**config.mk**
```make
export PLATFORM = sky130hd
export DESIGN_NAME = spi_port
export DESIGN_NICKNAME = d
export VERILOG_FILES = /design/src/rtl/spi_port.sv
export SDC_FILE = /design/constraint.sdc
export NUM_CORES = 1
export LEC_CHECK = 0
export BUFFER_PORTS_ARGS = -buffer_cell sky130_fd_sc_hd__buf_2
export CAP_MARGIN = 20
export CORE_MARGIN = 1
export CORE_UTILIZATION = 30
export DETAILED_ROUTE_END_ITERATION = 10
export PLACE_DENSITY = 0.53
export RECOVER_POWER = 50
export SLEW_MARGIN = 20
export SYNTH_ARGS = -nofsm -noshare
export SYNTH_HDL_FRONTEND = slang
export SYNTH_SLANG_ARGS = --single-unit
```
**constraint.sdc**
```tcl
create_clock -name clk -period 4.75 [get_ports clk]
set_input_delay 0.95 -clock clk [delete_from_list [all_inputs] [get_ports clk]]
set_output_delay 0.95 -clock clk [all_outputs]
set_load 0.005 [all_outputs]
```
**src/rtl/spi_port.sv**
```systemverilog
module spi_port #(
  parameter int W     = 8,
  parameter int DIV_A = 4,
  parameter int DIV_B = 16,
  parameter int DIV_C = 64
) (
  input  logic         clk,
  input  logic         rst_n,
  input  logic [3:0]   mode,
  input  logic         cpol,
  input  logic         cpha,
  input  logic         smp,
  input  logic         wr_en,
  input  logic [W-1:0] wr_data,
  input  logic         rd_en,
  output logic [W-1:0] rd_data,
  input  logic         clr_flags,
  output logic         busy,
  output logic         buf_full,
  output logic         wcol,
  output logic         ovfl,
  input  logic         tmr_tick,
  output logic         sck_out,
  output logic         sck_oe,
  input  logic         sck_in,
  output logic         sdo,
  output logic         sdo_oe,
  input  logic         sdi,
  input  logic         ss_n
);
  localparam int HW = $clog2(2*W+2);
  localparam int CW = $clog2(DIV_C/2);
  localparam int BW = $clog2(W+1);
  localparam logic [HW-1:0] H_END  = HW'(2*W);
  localparam logic [HW-1:0] H_LAST = HW'(2*W+1);
  localparam logic [HW-1:0] H_3    = HW'(3);
  localparam logic [BW-1:0] B_LAST = BW'(W-1);

  logic          mbusy, ph, dout, sck_d;
  logic [HW-1:0] hcnt, hn;
  logic [CW-1:0] pcnt, plim;
  logic [BW-1:0] bitcnt;
  logic [W-1:0]  shreg, rbuf, shnext;

  wire is_mst   = (mode[3:2] == 2'b00);
  wire is_slv   = (mode == 4'd4) || (mode == 4'd5);
  wire is_slvss = (mode == 4'd4);
  wire on       = is_mst || is_slv;
  wire ss_block = is_slvss && ss_n;

  always_comb begin
    case (mode[1:0])
      2'd0:    plim = CW'(DIV_A/2 - 1);
      2'd1:    plim = CW'(DIV_B/2 - 1);
      default: plim = CW'(DIV_C/2 - 1);
    endcase
  end

  wire htick  = mbusy && ((mode[1:0] == 2'd3) ? tmr_tick : (pcnt == plim));
  assign hn   = hcnt + 1'b1;
  wire m_edge = (hn <= H_END);
  wire m_samp = htick && ((smp && cpha) ? (hn[0] && hn >= H_3) : (smp ^ cpha ^ hn[0]));
  wire m_out  = htick && m_edge && (cpha ? hn[0] : (!hn[0] && hn < H_END));
  wire m_done = htick && (hn == ((smp && cpha) ? H_LAST : H_END));

  wire s_edge  = is_slv && !ss_block && (sck_in != sck_d);
  wire s_lead  = s_edge && (sck_d == cpol);
  wire s_trail = s_edge && (sck_d != cpol);
  wire s_samp  = cpha ? s_trail : s_lead;
  wire s_out   = cpha ? s_lead : s_trail;

  wire samp  = is_mst ? m_samp : s_samp;
  wire outev = is_mst ? m_out : s_out;
  wire last  = samp && (bitcnt == B_LAST);
  wire done  = is_mst ? m_done : last;
  assign shnext = samp ? {shreg[W-2:0], sdi} : shreg;

  assign busy  = is_mst ? mbusy : (bitcnt != '0);
  wire   start = wr_en && on && !busy;
  wire   coll  = wr_en && on && busy;

  always_ff @(posedge clk or negedge rst_n) begin
    if (!rst_n) begin
      mbusy <= 1'b0; ph <= 1'b0; dout <= 1'b0; sck_d <= 1'b0;
      hcnt <= '0; pcnt <= '0; bitcnt <= '0; shreg <= '0;
    end else begin
      sck_d <= sck_in;
      if (!on) begin
        mbusy <= 1'b0; ph <= 1'b0; hcnt <= '0; bitcnt <= '0;
      end else if (start) begin
        shreg <= wr_data; dout <= wr_data[W-1];
        bitcnt <= '0; hcnt <= '0; pcnt <= '0; ph <= 1'b0;
        mbusy <= is_mst;
      end else begin
        if (htick) pcnt <= '0;
        else if (mbusy) pcnt <= pcnt + 1'b1;
        if (htick) begin
          hcnt <= hn;
          if (m_edge) ph <= ~ph;
        end
        if (samp) begin
          shreg  <= shnext;
          bitcnt <= last ? '0 : bitcnt + 1'b1;
        end
        if (outev) dout <= samp ? shreg[W-2] : shreg[W-1];
        if (m_done) mbusy <= 1'b0;
        if (ss_block) bitcnt <= '0;
      end
    end
  end

  always_ff @(posedge clk or negedge rst_n) begin
    if (!rst_n) begin
      rbuf <= '0; buf_full <= 1'b0; wcol <= 1'b0; ovfl <= 1'b0;
    end else begin
      if (rd_en) buf_full <= 1'b0;
      if (clr_flags) begin
        wcol <= 1'b0; ovfl <= 1'b0;
      end
      if (coll) wcol <= 1'b1;
      if (done) begin
        if (buf_full && !rd_en) ovfl <= 1'b1;
        else begin
          rbuf <= shnext; buf_full <= 1'b1;
        end
      end
    end
  end

  assign rd_data = rbuf;
  assign sck_out = mbusy ? (cpol ^ ph) : cpol;
  assign sck_oe  = is_mst;
  assign sdo     = dout;
  assign sdo_oe  = is_mst || (mode == 4'd5) || (is_slvss && !ss_n);

  assert_bitcount_R1: assert property (@(posedge clk) disable iff (!rst_n)
    bitcnt < BW'(W)) else $error("bit counter past byte length");
  assert_clock_idle_R5: assert property (@(posedge clk) disable iff (!rst_n)
    $fell(mbusy) |-> !ph) else $error("serial clock not back at idle");
  assert_buffer_loaded_R7: assert property (@(posedge clk) disable iff (!rst_n)
    done |=> buf_full) else $error("completed byte not flagged");
  assert_select_clears_R8: assert property (@(posedge clk) disable iff (!rst_n)
    (is_slvss && ss_n) |=> (bitcnt == '0)) else $error("partial byte kept");
  assert_collision_R10: assert property (@(posedge clk) disable iff (!rst_n)
    (wr_en && on && busy && !clr_flags) |=> wcol) else $error("collision missed");
  assert_no_overwrite_R11: assert property (@(posedge clk) disable iff (!rst_n)
    $rose(ovfl) |-> $stable(rbuf)) else $error("buffer overwritten on overflow");
endmodule

```
# Yosys cells after proc, flatten, opt, wreduce, memory -nomap -nowiden
# Index checks and enable logic that the tools add are counted.
# classes
bitwise_logic,5
n_addsub,3
n_reduce_logical,40
div,0
mul,0
magnitude_cmp,3
n_mux,44
n_eq_ne,14
shifts,0
# op_table
op,count
two-way mux 5 bit,6
two-way mux 1 bit,29
two-way mux 8 bit,3
two-way mux 4 bit,5
logical AND 1 bit,19
equality test 4 x 3 -> 1 bit (second input constant),3
adder 5 x 1 -> 5 bit (second input constant),2
equality test 5 bit,2
one-hot mux 5 bit (2 select lines),1
AND reduction 2 bit,5
inequality test 3 x 1 -> 1 bit (second input constant),3
nonzero test 2 bit,3
>= comparator 5 x 2 -> 1 bit (second input constant),1
<= comparator 5 bit (second input constant),1
logical NOT 1 bit,5
less-than comparator 5 bit (second input constant),1
adder 4 x 1 -> 4 bit (second input constant),1
logical NOT 2 bit,2
logical OR 1 bit,4
inequality test 4 x 1 -> 1 bit (second input constant),1
nonzero test 4 bit,1
nonzero test 3 bit,1
bitwise XOR 1 bit,3
equality test 2 x 1 -> 1 bit (second input constant),1
4 further kinds,6
# word_totals
ram_bits,0
romBits,0
in_bits,24
out_inout_bits,16
latch_bits,0
mem_count,0
regBits,37
word_cells,121

# Depth between registers and ports, before layout
# depth
depth_word,14
depth_mapped,11
depth_no_buf,8

# Worst setup path after synthesis
# Ideal clock, no wire load.
# synth_path
kind,input port to flip-flop
startpoint,input mode[1]
endpoint,register shreg[3]
stages,9
arrival_time_ps,2693
setup_ps,137
path_buffers,3
setup_slack_ps,1920
required_ps,4613
path_cell_list,buf_6 > or4b_1 > and3_4 > nor4_4 > o22a_2 > buf_6 > buf_12 > mux2i_1 > a21oi_1
# synth_via
elab_chain_cells,11
# synth_rtl
element,line_no,rtl
"start, declared",9,"input logic [3:0] mode,"
"parallel branches: the longest is 11 deep, another holds two-way mux 8 bit",-,
"end signal, assigned",91,shreg <= wr_data; dout <= wr_data[W-1];
"end signal, assigned",102,shreg <= shnext;
"end, declared",43,"logic [W-1:0] shreg, rbuf, shnext;"
# Parallel ways; which one is timed is not known. The select of a mux whose other input is x is not followed.
# A chain may end at the register's enable or synchronous reset.

# Final worst setup path
# layout_path
startpoint,input mode[3]
endpoint,output busy
# layout_via
elab_chain_cells,2
# layout_rtl
element,line_no,rtl
logical NOT 2 bit,45,wire is_mst = (mode[3:2] == 2'b00);
two-way mux 1 bit,78,assign busy = is_mst ? mbusy : (bitcnt != '0);
"end, declared",18,"output logic busy,"
# Every way passes these cells.

==> metrics.md <==
| Metric | Value |
|---|---|
| Asr flop ratio synth | between 90% and 100% |
| Clk sinks | 37 |
| All-layer global routing usage | between 10% and 20% |
| Cells resized by post-CTS repair | 0 |
| Clock root buffer master | sky130_fd_sc_hd__clkbuf_8 |
| Setup repair after global routing missed its margin | false |
| Post-synth top area cell | sky130_fd_sc_hd__dfrtp_1 |
| Number of remaining DRC errors | 0 |
| Remaining number of nets flagged by the antenna check after routing | 0 |
| Pre-CTS worst setup slack | 1.705 ns |
| Max Clock Freq | about 0.35 GHz |
| CP required | around 3.8 ns |
| Non-filler cells, final | 377 |
| Layout cells sized above 1 | around 18% |
| Routed wire length | about 4900 µm |
| Number of buffer cells added on primary ports | 39 |
| Slowest-stage cell, CP | sky130_fd_sc_hd__a31oi_1 |
| CTS tree | done |
| Maximum fanout along the worst path | 5 |
| Worst Clk Skew | approximately 0.011 ns |
| Router iterations before antenna repair | 6 |
| Leading cell types by count after synthesis | sky130_fd_sc_hd__dfrtp_1, sky130_fd_sc_hd__nor2_1, sky130_fd_sc_hd__nand2_1, sky130_fd_sc_hd__mux2i_1, sky130_fd_sc_hd__inv_1 |
| Count of synthesis-stage warnings from yosys | 0 |
| Dominant cells by area after synthesis | sky130_fd_sc_hd__dfrtp_1, sky130_fd_sc_hd__mux2i_1, sky130_fd_sc_hd__nor2_1 |
| CTS Buf Count | 5 |
| Critical path's top delay family | compound AO/OA/AOI/OAI gates |
| H-tree depth | 2 |
| Total instance count after detailed placement | between 300 and 400 |
| Final RePlAce weighted congestion | 0.7991 |
| Transition time at the pin with the least slew margin | about 2 ns |
| Period utilisation layout | between 60% and 70% |
| Global-route congestion overflow total | 0 |
| Height of the die | 88.33 µm |
| Slowest stage delay, CP | ~0.34 ns |
| Arrival time at the worst endpoint | about 1.9 ns |
| Worst setup slack after layout | between 1.5 and 2 ns |
| Wire length of the first global-routing pass | around 8400 µm |
| Initial detailed-routing violation count | 85 |
| Buffers from clock root to sink, at most | 2 |
| Min Clock Period, post-route | 2.876 ns |
| Mean instance size in the synthesized netlist | just over 9 µm² |
| Number of I/O pins | 40 |
| Relative max-transition margin | -35.26% |
| Cell Area, Synth | between 2000 and 2500 µm² |
| Via count | between 1.5k and 2k |
| Category of the most critical setup path | input pin to output port |
| Inserted Diodes | 0 |
| Initial Utilization | between 30% and 40% |
| Die extent in x | 88.33 µm |
| Post-synth top area share | 41.41% |
| HPWL after DPL | roughly 3600 µm |
| Nets@finish | a little over 300 |
| WP buf/inv | 2 |
| Part of the total power dissipated in sequential elements | 48.6% |
| Relative area change from synthesis to final layout | 15.78% |
| Origin of the critical flop-to-flop path | hcnt[0] |
| CP endpoint kind | output port |
| Final setup violation count | 0 |
| Detailed-route wire length per cell | about 13 µm |
| Vias in the first global route | 1769 |
| Share of total power consumed by net switching | 26.30% |
| Max_cap viols | 1 |
| Most used standard cell by instance count after synthesis | sky130_fd_sc_hd__dfrtp_1 |
| Clock network fraction of design power | 38.7% |
| Peak ir drop on the vdd network | between 0.1 and 0.15 mV |
| Startpoint kind of the worst setup timing path | input pin |
| Clock-pin slew reported for the worst setup and hold paths after clock tree synthesis | 0.09 ns |
| Site row count | 31 |
| Placed Area | about 2500 µm² |
| Final slew viol count | 38 |
| Cell with the most instances on the worst path | sky130_fd_sc_hd__buf_2 |
| Avg Vias per Cell | 4.793 |
| Sum of negative setup slack | 0 ns |
| Net load switching power | 190.6 µW |
| Distinct cell type count of the synthesized netlist | slightly above 50 |
| Worst skew pair latency | 0.29 ns |
| Kind of path behind the tightest hold check | register to register |
| Share of power burned in combinational logic | between 10% and 20% |
| Syn nets | about 270 |
| Placeable core area | ~7200 µm² |
| Prevailing post-synth register cell | sky130_fd_sc_hd__dfrtp_1 |
| Number of hold buffers added after CTS | 0 |
| Die area | roughly 7800 µm² |
| Launching element of the worst setup path | mode[3] |
| Largest net degree at the start of global routing | 38 |
| Number of buffers added for setup after CTS | 0 |
| Result of the run | finished, violations left |
| Hold Violations, Final | 0 |
| Number of standard cells after synthesis | 242 |
| LEAKAGE | roughly 1.1 nW |
| Post-route cell area | around 2600 µm² |
| Number of antenna violations at the first check in global routing | 0 |
| Cell-internal power | approximately 530 µW |
| Sequential element share of the synthesized area | ~41% |
| PD cells | 280.0 nW/µm² |
| Overall power consumption | slightly above 700 µW |
| Count of flip-flops with a built-in enable after synthesis | 0 |
| Flops & latches, synth | 37 |
| Launch instance of the worst min-delay path | rd_data[4] |
| Violated checks | capacitance limit, slew limit |
| Crit-path cells | buf_2, or2_2, a31oi_1, buf_2 |
## final cells by class
cell class | count | area [µm²]
Fill cell | 782 | 4626
Multi-Input combinational cell | 174 | 1159
Sequential cell | 37 | 925.9
Timing Repair Buffer | 41 | 200.2
Tap cell | 99 | 123.9
Clock buffer | 5 | 68.82
Inverter | 18 | 67.56
Clock inverter | 3 | 43.79
## path summary, 6_finish.rpt
path | endpoint | slack [ns] | cells after the start
setup / recovery | busy | 1.87 | 4
max in group asynchronous | bitcnt[3] | 2.36 | 1
hold / removal | rd_data[4] | 0.53 | 2
min in group asynchronous | mbusy | 1.22 | 1
hold reg to reg | rd_data[4] | 0.53 | 2
setup reg to reg | rd_data[3] | 2.15 | 8
## cell usage in the layout, fill, tap and decap left out, types with 3 or more instances in the layout
master | netlist | layout
sky130_fd_sc_hd__nor2b_1 | 8 | 8
sky130_fd_sc_hd__buf_2 | 3 | 31
sky130_fd_sc_hd__clkbuf_1 | 7 | 7
sky130_fd_sc_hd__nand2b_1 | 4 | 4
sky130_fd_sc_hd__xnor2_1 | 7 | 7
sky130_fd_sc_hd__o22ai_1 | 4 | 4
sky130_fd_sc_hd__nand3_1 | 7 | 7
sky130_fd_sc_hd__clkbuf_8 | 0 | 5
sky130_fd_sc_hd__xor2_1 | 6 | 6
sky130_fd_sc_hd__o21ai_0 | 8 | 8
sky130_fd_sc_hd__nor2_1 | 26 | 26
sky130_fd_sc_hd__nand2_1 | 21 | 21
sky130_fd_sc_hd__inv_1 | 18 | 18
sky130_fd_sc_hd__nor3_1 | 3 | 3
sky130_fd_sc_hd__a21oi_1 | 15 | 15
sky130_fd_sc_hd__ha_1 | 6 | 6
sky130_fd_sc_hd__or2_2 | 3 | 3
sky130_fd_sc_hd__dfrtp_1 | 37 | 37
sky130_fd_sc_hd__mux2i_1 | 19 | 19
## stage by stage
| step | utilization [%] | hold WS, ns |
|---|---|---|
| after floorplan | - | 0.5045 |
| after global placement | 34.46 | 0.5102 |
| after detailed placement | 34.46 | 0.5123 |
| after CTS | 36.02 | 0.5300 |
| after global routing | 35.88 | 0.5494 |
| final | 35.88 | 0.5266 |
## state kept, by name, indices dropped and copies added (netlist names)
register	cells
hcnt	5
bitcnt	4
wcol	1
shreg	8
ovfl	1
buf_full	1
mbusy	1
pcnt	5
rd_data	8
sdo	1
ph	1
sck_d	1
## metal layers
| metal | vias to the layer above | GRT usage (%) | routed length (µm) |
|---|---|---|---|
| met5 | - | 0 | 0 |
| met4 | 0 | 3.079 | 20 |
| met3 | 2 | 3.172 | 188 |
| met2 | 33 | 22.10 | 2315 |
| met1 | 861 | 19.09 | 2380 |
| li1 | 911 | - | - |
## power by group through the flow
stage / Clock, mW / Sequential (mW) / Combinational, mW
final: 0.280 / 0.353 / 0.0920
after CTS: 0.290 / 0.353 / 0.0943
after detailed placement: 0 / 0.359 / 0.0941
after floorplan: 0 / 0.353 / 0.0629
after global placement: 0 / 0.359 / 0.0923
after global routing: 0.301 / 0.356 / 0.106
## logic make-up (layout without fill, tap and decap cells)
family	count (synthesis)	count (layout)	synth area share, %
XOR/XNOR	13	13	5.092
AND/OR/NAND/NOR	87	87	20.03
multiplexers	19	19	8.506
adder cells (fa/ha/maj)	6	6	3.357
flip-flops	37	37	41.41
buffers and inverters	31	67	6.771
AO/OA/AOI/OAI	49	49	14.83
## tightest hold or removal path, cell delays in order (launching register included)
cell                      delay, ns
sky130_fd_sc_hd__dfrtp_1       0.38
sky130_fd_sc_hd__inv_1         0.05
sky130_fd_sc_hd__mux2i_1       0.06
No activity file was read; power rests on OpenSTA's default activity.
